[src/rtl/fifo_irq_pkg.sv]
package fifo_irq_pkg;
  localparam int unsigned BYTE_W     = 8;
  localparam int unsigned REG_W      = 32;
  localparam int unsigned CNT_FIELD  = 7;
  localparam int unsigned RX_CNT_LSB = 0;
  localparam int unsigned TX_CNT_LSB = 16;
  localparam int unsigned FLG_RX_HI  = 4;
  localparam int unsigned FLG_TX_LO  = 12;
  localparam int unsigned FLG_DONE   = 16;
  localparam int unsigned CTL_TX_FL  = 8;
  localparam int unsigned CTL_RX_FL  = 9;
  localparam int unsigned N_FIFO     = 2;

  function automatic logic [REG_W-1:0] flag_mask();
    logic [REG_W-1:0] m;
    m = '0;
    m[FLG_RX_HI] = 1'b1;
    m[FLG_TX_LO] = 1'b1;
    m[FLG_DONE]  = 1'b1;
    return m;
  endfunction

  function automatic int unsigned hi_mark(int unsigned depth);
    return (depth * 3) / 4;
  endfunction

  function automatic int unsigned lo_mark(int unsigned depth);
    return depth / 4;
  endfunction
endpackage

[src/rtl/fifo_byte_store.sv]
module fifo_byte_store #(
  parameter int unsigned DEPTH = 64,
  parameter int unsigned W     = 8,
  localparam int unsigned AW   = $clog2(DEPTH),
  localparam int unsigned CW   = $clog2(DEPTH + 1)
) (
  input  logic          clk,
  input  logic          rst_n,
  input  logic          flush,
  input  logic          push,
  input  logic [W-1:0]  push_data,
  input  logic          pop,
  output logic [W-1:0]  head,
  output logic [CW-1:0] count,
  output logic          full,
  output logic          empty,
  output logic          push_ok,
  output logic          pop_ok
);
  logic [W-1:0]  mem [DEPTH];
  logic [AW-1:0] wptr, rptr;

  function automatic logic [AW-1:0] ptr_next(input logic [AW-1:0] p);
    return (p == AW'(DEPTH - 1)) ? '0 : p + 1'b1;
  endfunction

  assign full    = (count == CW'(DEPTH));
  assign empty   = (count == '0);
  assign push_ok = push & ~full & ~flush;
  assign pop_ok  = pop & ~empty & ~flush;
  assign head    = empty ? '0 : mem[rptr];

  always_ff @(posedge clk) begin
    if (push_ok) mem[wptr] <= push_data;
  end

  always_ff @(posedge clk or negedge rst_n) begin
    if (!rst_n) begin
      wptr  <= '0;
      rptr  <= '0;
      count <= '0;
    end else if (flush) begin
      wptr  <= '0;
      rptr  <= '0;
      count <= '0;
    end else begin
      if (push_ok) wptr <= ptr_next(wptr);
      if (pop_ok)  rptr <= ptr_next(rptr);
      case ({push_ok, pop_ok})
        2'b10:   count <= count + 1'b1;
        2'b01:   count <= count - 1'b1;
        default: count <= count;
      endcase
    end
  end
endmodule

[src/rtl/fifo_flush_ctl.sv]
module fifo_flush_ctl
  import fifo_irq_pkg::*;
(
  input  logic              clk,
  input  logic              rst_n,
  input  logic              ctrl_wr,
  input  logic [REG_W-1:0]  ctrl_wdata,
  output logic [N_FIFO-1:0] flush_q
);
  localparam int unsigned FL_BIT [N_FIFO] = '{CTL_TX_FL, CTL_RX_FL};
  localparam logic [REG_W-1:0] CTL_MASK = (REG_W'(1) << CTL_TX_FL) | (REG_W'(1) << CTL_RX_FL);

  logic [REG_W-1:0] ctl_bits;
  assign ctl_bits = ctrl_wr ? (ctrl_wdata & CTL_MASK) : '0;

  for (genvar i = 0; i < N_FIFO; i++) begin : g_fl
    always_ff @(posedge clk or negedge rst_n) begin
      if (!rst_n) flush_q[i] <= 1'b0;
      else        flush_q[i] <= ctl_bits[FL_BIT[i]];
    end
  end
endmodule

[src/rtl/fifo_irq_flags.sv]
module fifo_irq_flags
  import fifo_irq_pkg::*;
#(
  parameter int unsigned DEPTH = 64,
  localparam int unsigned CW   = $clog2(DEPTH + 1)
) (
  input  logic             clk,
  input  logic             rst_n,
  input  logic [CW-1:0]    rx_count,
  input  logic [CW-1:0]    tx_count,
  input  logic             done,
  input  logic             sta_wr,
  input  logic [REG_W-1:0] sta_wdata,
  input  logic             ien_wr,
  input  logic [REG_W-1:0] ien_wdata,
  output logic [REG_W-1:0] set_vec,
  output logic [REG_W-1:0] clr_vec,
  output logic [REG_W-1:0] sta_q,
  output logic [REG_W-1:0] ien_q,
  output logic             irq
);
  localparam logic [REG_W-1:0] MASK = flag_mask();
  localparam logic [CW-1:0] HI_C = CW'(hi_mark(DEPTH));
  localparam logic [CW-1:0] LO_C = CW'(lo_mark(DEPTH));

  always_comb begin
    set_vec = '0;
    set_vec[FLG_RX_HI] = (rx_count >= HI_C);
    set_vec[FLG_TX_LO] = (tx_count <= LO_C);
    set_vec[FLG_DONE]  = done;
  end

  assign clr_vec = sta_wr ? (sta_wdata & MASK) : '0;

  always_ff @(posedge clk or negedge rst_n) begin
    if (!rst_n) begin
      sta_q <= '0;
      ien_q <= '0;
    end else begin
      sta_q <= (sta_q | set_vec) & ~clr_vec & MASK;
      if (ien_wr) ien_q <= ien_wdata & MASK;
    end
  end

  assign irq = |(sta_q & ien_q);
endmodule

[src/rtl/spi_fifo_irq.sv]
module spi_fifo_irq
  import fifo_irq_pkg::*;
#(
  parameter int unsigned DEPTH = 64
) (
  input  logic              clk,
  input  logic              rst_n,
  input  logic              tx_wr_en,
  input  logic [BYTE_W-1:0] tx_wr_data,
  input  logic              rx_rd_en,
  output logic [BYTE_W-1:0] rx_rd_data,
  input  logic              eng_tx_pop,
  output logic [BYTE_W-1:0] eng_tx_data,
  input  logic              eng_rx_push,
  input  logic [BYTE_W-1:0] eng_rx_data,
  input  logic              eng_done,
  input  logic              ctrl_wr,
  input  logic [REG_W-1:0]  ctrl_wdata,
  output logic [N_FIFO-1:0] flush_pend,
  input  logic              ien_wr,
  input  logic [REG_W-1:0]  ien_wdata,
  output logic [REG_W-1:0]  ien_rdata,
  input  logic              sta_wr,
  input  logic [REG_W-1:0]  sta_wdata,
  output logic [REG_W-1:0]  sta_rdata,
  output logic [REG_W-1:0]  fifo_sta,
  output logic              irq
);
  localparam int unsigned CW = $clog2(DEPTH + 1);

  logic [CW-1:0] tx_count, rx_count;
  logic tx_full, tx_empty, rx_full, rx_empty;
  logic tx_push_ok, tx_pop_ok, rx_push_ok, rx_pop_ok;
  logic tx_flush, rx_flush;
  logic [REG_W-1:0] set_vec, clr_vec;

  fifo_flush_ctl u_fl (
    .clk(clk), .rst_n(rst_n), .ctrl_wr(ctrl_wr), .ctrl_wdata(ctrl_wdata),
    .flush_q(flush_pend)
  );
  assign tx_flush = flush_pend[0];
  assign rx_flush = flush_pend[1];

  fifo_byte_store #(.DEPTH(DEPTH), .W(BYTE_W)) u_txq (
    .clk(clk), .rst_n(rst_n), .flush(tx_flush),
    .push(tx_wr_en), .push_data(tx_wr_data), .pop(eng_tx_pop),
    .head(eng_tx_data), .count(tx_count), .full(tx_full), .empty(tx_empty),
    .push_ok(tx_push_ok), .pop_ok(tx_pop_ok)
  );

  fifo_byte_store #(.DEPTH(DEPTH), .W(BYTE_W)) u_rxq (
    .clk(clk), .rst_n(rst_n), .flush(rx_flush),
    .push(eng_rx_push), .push_data(eng_rx_data), .pop(rx_rd_en),
    .head(rx_rd_data), .count(rx_count), .full(rx_full), .empty(rx_empty),
    .push_ok(rx_push_ok), .pop_ok(rx_pop_ok)
  );

  fifo_irq_flags #(.DEPTH(DEPTH)) u_flg (
    .clk(clk), .rst_n(rst_n), .rx_count(rx_count), .tx_count(tx_count),
    .done(eng_done), .sta_wr(sta_wr), .sta_wdata(sta_wdata),
    .ien_wr(ien_wr), .ien_wdata(ien_wdata),
    .set_vec(set_vec), .clr_vec(clr_vec),
    .sta_q(sta_rdata), .ien_q(ien_rdata), .irq(irq)
  );

  always_comb begin
    fifo_sta = '0;
    fifo_sta[RX_CNT_LSB +: CNT_FIELD] = CNT_FIELD'(rx_count);
    fifo_sta[TX_CNT_LSB +: CNT_FIELD] = CNT_FIELD'(tx_count);
  end
endmodule

[config.mk]
export PLATFORM = sky130hd
export DESIGN_NAME = spi_fifo_irq
export DESIGN_NICKNAME = d
export VERILOG_FILES = /design/src/rtl/fifo_irq_pkg.sv /design/src/rtl/fifo_byte_store.sv /design/src/rtl/fifo_flush_ctl.sv /design/src/rtl/fifo_irq_flags.sv /design/src/rtl/spi_fifo_irq.sv
export SDC_FILE = /design/constraint.sdc
export NUM_CORES = 1
export LEC_CHECK = 0
export ABC_AREA = 1
export BUFFER_PORTS_ARGS = -buffer_cell sky130_fd_sc_hd__buf_2
export CAP_MARGIN = 30
export CORE_MARGIN = 5
export CORE_UTILIZATION = 55
export CTS_CLUSTER_SIZE = 12
export DETAILED_ROUTE_END_ITERATION = 10
export PLACE_DENSITY = 0.76
export SKIP_LAST_GASP = 1
export SLEW_MARGIN = 20
export SYNTH_ARGS = -nofsm -noshare
export SYNTH_HDL_FRONTEND = slang
export SYNTH_SLANG_ARGS = --single-unit
[constraint.sdc]
create_clock -name clk -period 1.9 [get_ports clk]
set_input_delay 0.285 -clock clk [delete_from_list [all_inputs] [get_ports clk]]
set_output_delay 0.285 -clock clk [all_outputs]
set_load 0.005 [all_outputs]
==> flow_metrics.tcl <==
set metrics [dict create \
    area_growth_pct 23.4 \
    tritoncts "done" \
    root_buffer "clkbuf_16" \
    htreeDepth 3 \
    die_area_sq_mm 0.0866 \
    dp_hpwl_um 69300 \
    drv_slew 0 \
    hold_violations 0 \
    grt_pass1_wl_um 172000 \
    worst-setup-path-type "reg2out" \
    worstReg2RegEnd "u_txq.count[6]$_DFFE_PN0P_" \
    nNetsFinal 4081 \
    die_w_um 294 \
    vias 31000 \
    worstReg2RegStart "u_txq.count[0]$_DFFE_PN0P_" \
    critPathLaunchType "flop" \
    drive_gt1_share_pct 24.2 \
    finalPower_mw 69.3 \
    start_util_pct 55.3 \
    cts_sinks 1070 \
    gp_congestion 0.910 \
    drc 0 \
    rr_worst_depth 19 \
    yosysWarnings 0 \
    core_area_sq_mm 0.0803 \
    netlist_area_sq_mm 0.0444 \
    synthDistinctLibCells 46 \
    vias_per_cell 6.11 \
    ys_seq_elements 1070 \
    critPathCaptureType "output pin" \
    wire_per_inst_um 23.9 \
    tightestPinTransition_ps 819 \
    placementRows 104 \
    ys_async_sr_fraction_pct 4.30 \
    synth_edf_count 1024 \
    rsz0062_at_grt "true" \
    cts.clk_slew.worst_paths_ps 70 \
    io_buffer_count 72 \
    min_period_over_period_pct 173 \
    numCtsBuffers 106 \
    path_max_fanout 5 \
    status "complete, but fails checks" \
    p_per_area_mw_per_mm2 1260 \
    drt-total-wl_um 121000 \
    clock_latency_ps 700 \
    critPathRequiredTime_ps 1620 \
    relSlewSlack_pct 45.3 \
    layoutNonFillerInstCount 5071 \
    antennaDiodeCount 0 \
    grt.total_usage_pct 25.6 \
    netlist_instances 3495 \
    leakage_nw 19.9 \
    final.setup.worst_slack_ps -1380 \
    crit_start "u_txq.rptr[0]$_DFFE_PN0P_" \
    grt_overflow 0 \
    place_inst 4772 \
    grt_max_degree 65 \
    max_freq_mhz 305 \
    peakVddDrop_mv 1.12 \
    cap_violations 0 \
    cp-endpoint "eng_tx_data[3]" \
    drt-initial-drc-count 4443 \
    syn_avg_cell_area_sq_um 12.7 \
    clock_tree.buffer_depth 3 \
    antenna_found_initial 1 \
    violations "negative setup slack" \
    rrSetupSlack_ps -340 \
    layout_min_cycle_time_ps 3280 \
    clock_skew_ps 63.0 \
    crit_arrival_ps 3000 \
    synth-main-ff-cell "edfxtp_1" \
    grt_pass1_vias 29900 \
    seq_area_frac_synth_pct 71.8 \
    pin_count 237 \
    first_pass_iters 7 \
    hp-class "in2reg" \
    finalSetupViolCount 1011 \
    fp.dieH_um 294 \
    ant_nets 0 \
]
## worst max-delay path, stage by stage, from the launching register on
cell and delay, ps:
dfrtp_4 510, buf_12 160, buf_4 140, buf_8 120
clkbuf_16 150, mux2i_1 150, o211ai_1 360, nand3_2 180
nand3_1 170, nand2_1 90, nor2_2 150, buf_2 140
## layer usage
layer | share of wire, % | up-vias | track usage, %
li1 | - | 13500 | -
met1 | 35 | 15000 | 32.3
met2 | 50 | 2038 | 43.4
met3 | 9.3 | 440 | 4.54
met4 | 5.1 | 2 | 12.0
met5 | 0.011 | - | 0
## cell usage after synthesis (all sizes together) (16+ instances only)
master,instances,share of area [%]
a21oi,149,1.7
buf,201,2.9
clkbuf,67,0.58
dfrtp,46,2.6
edfxtp,1024,69
inv,75,0.63
mux2i,144,3.2
nand2,604,5.2
nand3,97,1.2
nor2,456,4.0
o211ai,97,1.6
o21ai,312,3.5
o221a,16,0.41
o22ai,139,2.0
## stage by stage
| step | instance area [sq um] | setup TNS [ps] | hold WS, ps | util, % | setup slack, ps |
|---|---|---|---|---|---|
| 2_1_floorplan | 44800 | -63880 | -10.6 | - | -90.4 |
| 3_3_place_gp | 48300 | -141740 | 259 | 60.1 | -572 |
| 3_5_place_dp | 48300 | -164790 | 262 | 60.1 | -610 |
| 4_1_cts | 53400 | -28130 | 32.6 | 66.5 | -1200 |
| 5_1_grt | 54800 | -208470 | 61.5 | 68.3 | -1410 |
| 6_report | 54800 | -150680 | 56.2 | 68.3 | -1380 |
## flip-flops by register name, summed over array words and instances (netlist names)
signal / count
u_rxq.mem: 512
u_txq.mem: 512
u_rxq.count: 7
u_txq.count: 7
u_rxq.rptr: 6
u_rxq.wptr: 6
u_txq.rptr: 6
u_txq.wptr: 6
u_flg.ien_q: 3
u_flg.sta_q: 3
u_fl.flush_q: 2
## cells in the final DEF, fill, tap and decap left out, types with 8 or more instances in the layout
cell type	count
a21oi_1	112
a21oi_2	36
buf_12	77
buf_16	18
buf_2	71
buf_4	271
buf_6	50
buf_8	18
clkbuf_1	31
clkbuf_16	119
clkinv_1	17
clkinv_2	9
conb_1	76
dfrtp_1	42
dlygate4sd3_1	18
edfxtp_1	1024
inv_1	54
inv_2	15
mux2i_1	142
nand2_1	564
nand2_2	32
nand2_4	8
nand3_1	60
nand3_2	31
nand4_1	11
nor2_1	330
nor2_2	34
nor2_4	92
nor3_1	8
o211ai_1	97
o21ai_0	248
o21ai_1	44
o21ai_2	20
o221a_2	16
o22ai_1	132
xor2_1	9
## cell families after synthesis
kind of cell / count (synthesis) / share of synthesized area (%)
AO/OA/AOI/OAI: 724 / 9.38
XOR/XNOR: 15 / 0.313
adder cells (fa/ha/maj): 8 / 0.225
buffers and inverters: 349 / 4.22
flip-flops: 1070 / 71.8
multiplexers: 146 / 3.29
other: 1 / 0.00844
AND/OR/NAND/NOR: 1182 / 10.8
## timing repair
action,CTS,global route
endpoints found under the setup margin,681,1004
setup buffers,37,51
pin swaps,89,134
cloned,16,15
hold buffers,18,0
endpoints found under the hold margin,48,0
resized for setup,311,216
## layout make-up
class	count	area (sq um)
Inverter	81	360
Clock buffer	137	2770
Clock inverter	31	289
Fill cell	5083	25500
Sequential cell	1070	31900
Timing Repair Buffer	539	5860
Multi-Input combinational cell	2151	12300
Timing Repair inverter	2	21.3
Tap cell	1060	1330
## how the worst min path moves through the flow
stage,cells after the start,end,start
CTS,1,u_txq.mem[6][3]$_DFFE_PP_,tx_wr_data[3]
global route,1,u_txq.mem[6][3]$_DFFE_PP_,tx_wr_data[3]
detailed placement,1,u_txq.count[1]$_DFFE_PN0P_,rst_n
floorplan,0,u_fl.flush_q[0]$_DFF_PN0_,rst_n
global placement,1,u_txq.count[0]$_DFFE_PN0P_,rst_n
finish,1,u_txq.mem[6][3]$_DFFE_PP_,tx_wr_data[3]
## power breakdown
group	internal, mW	switching (mW)
clock network	10.4	8.64
registers	26.3	0.305
logic	10.0	13.6
total	46.7	22.6
Note: power is estimated with default switching activity, not from simulation.
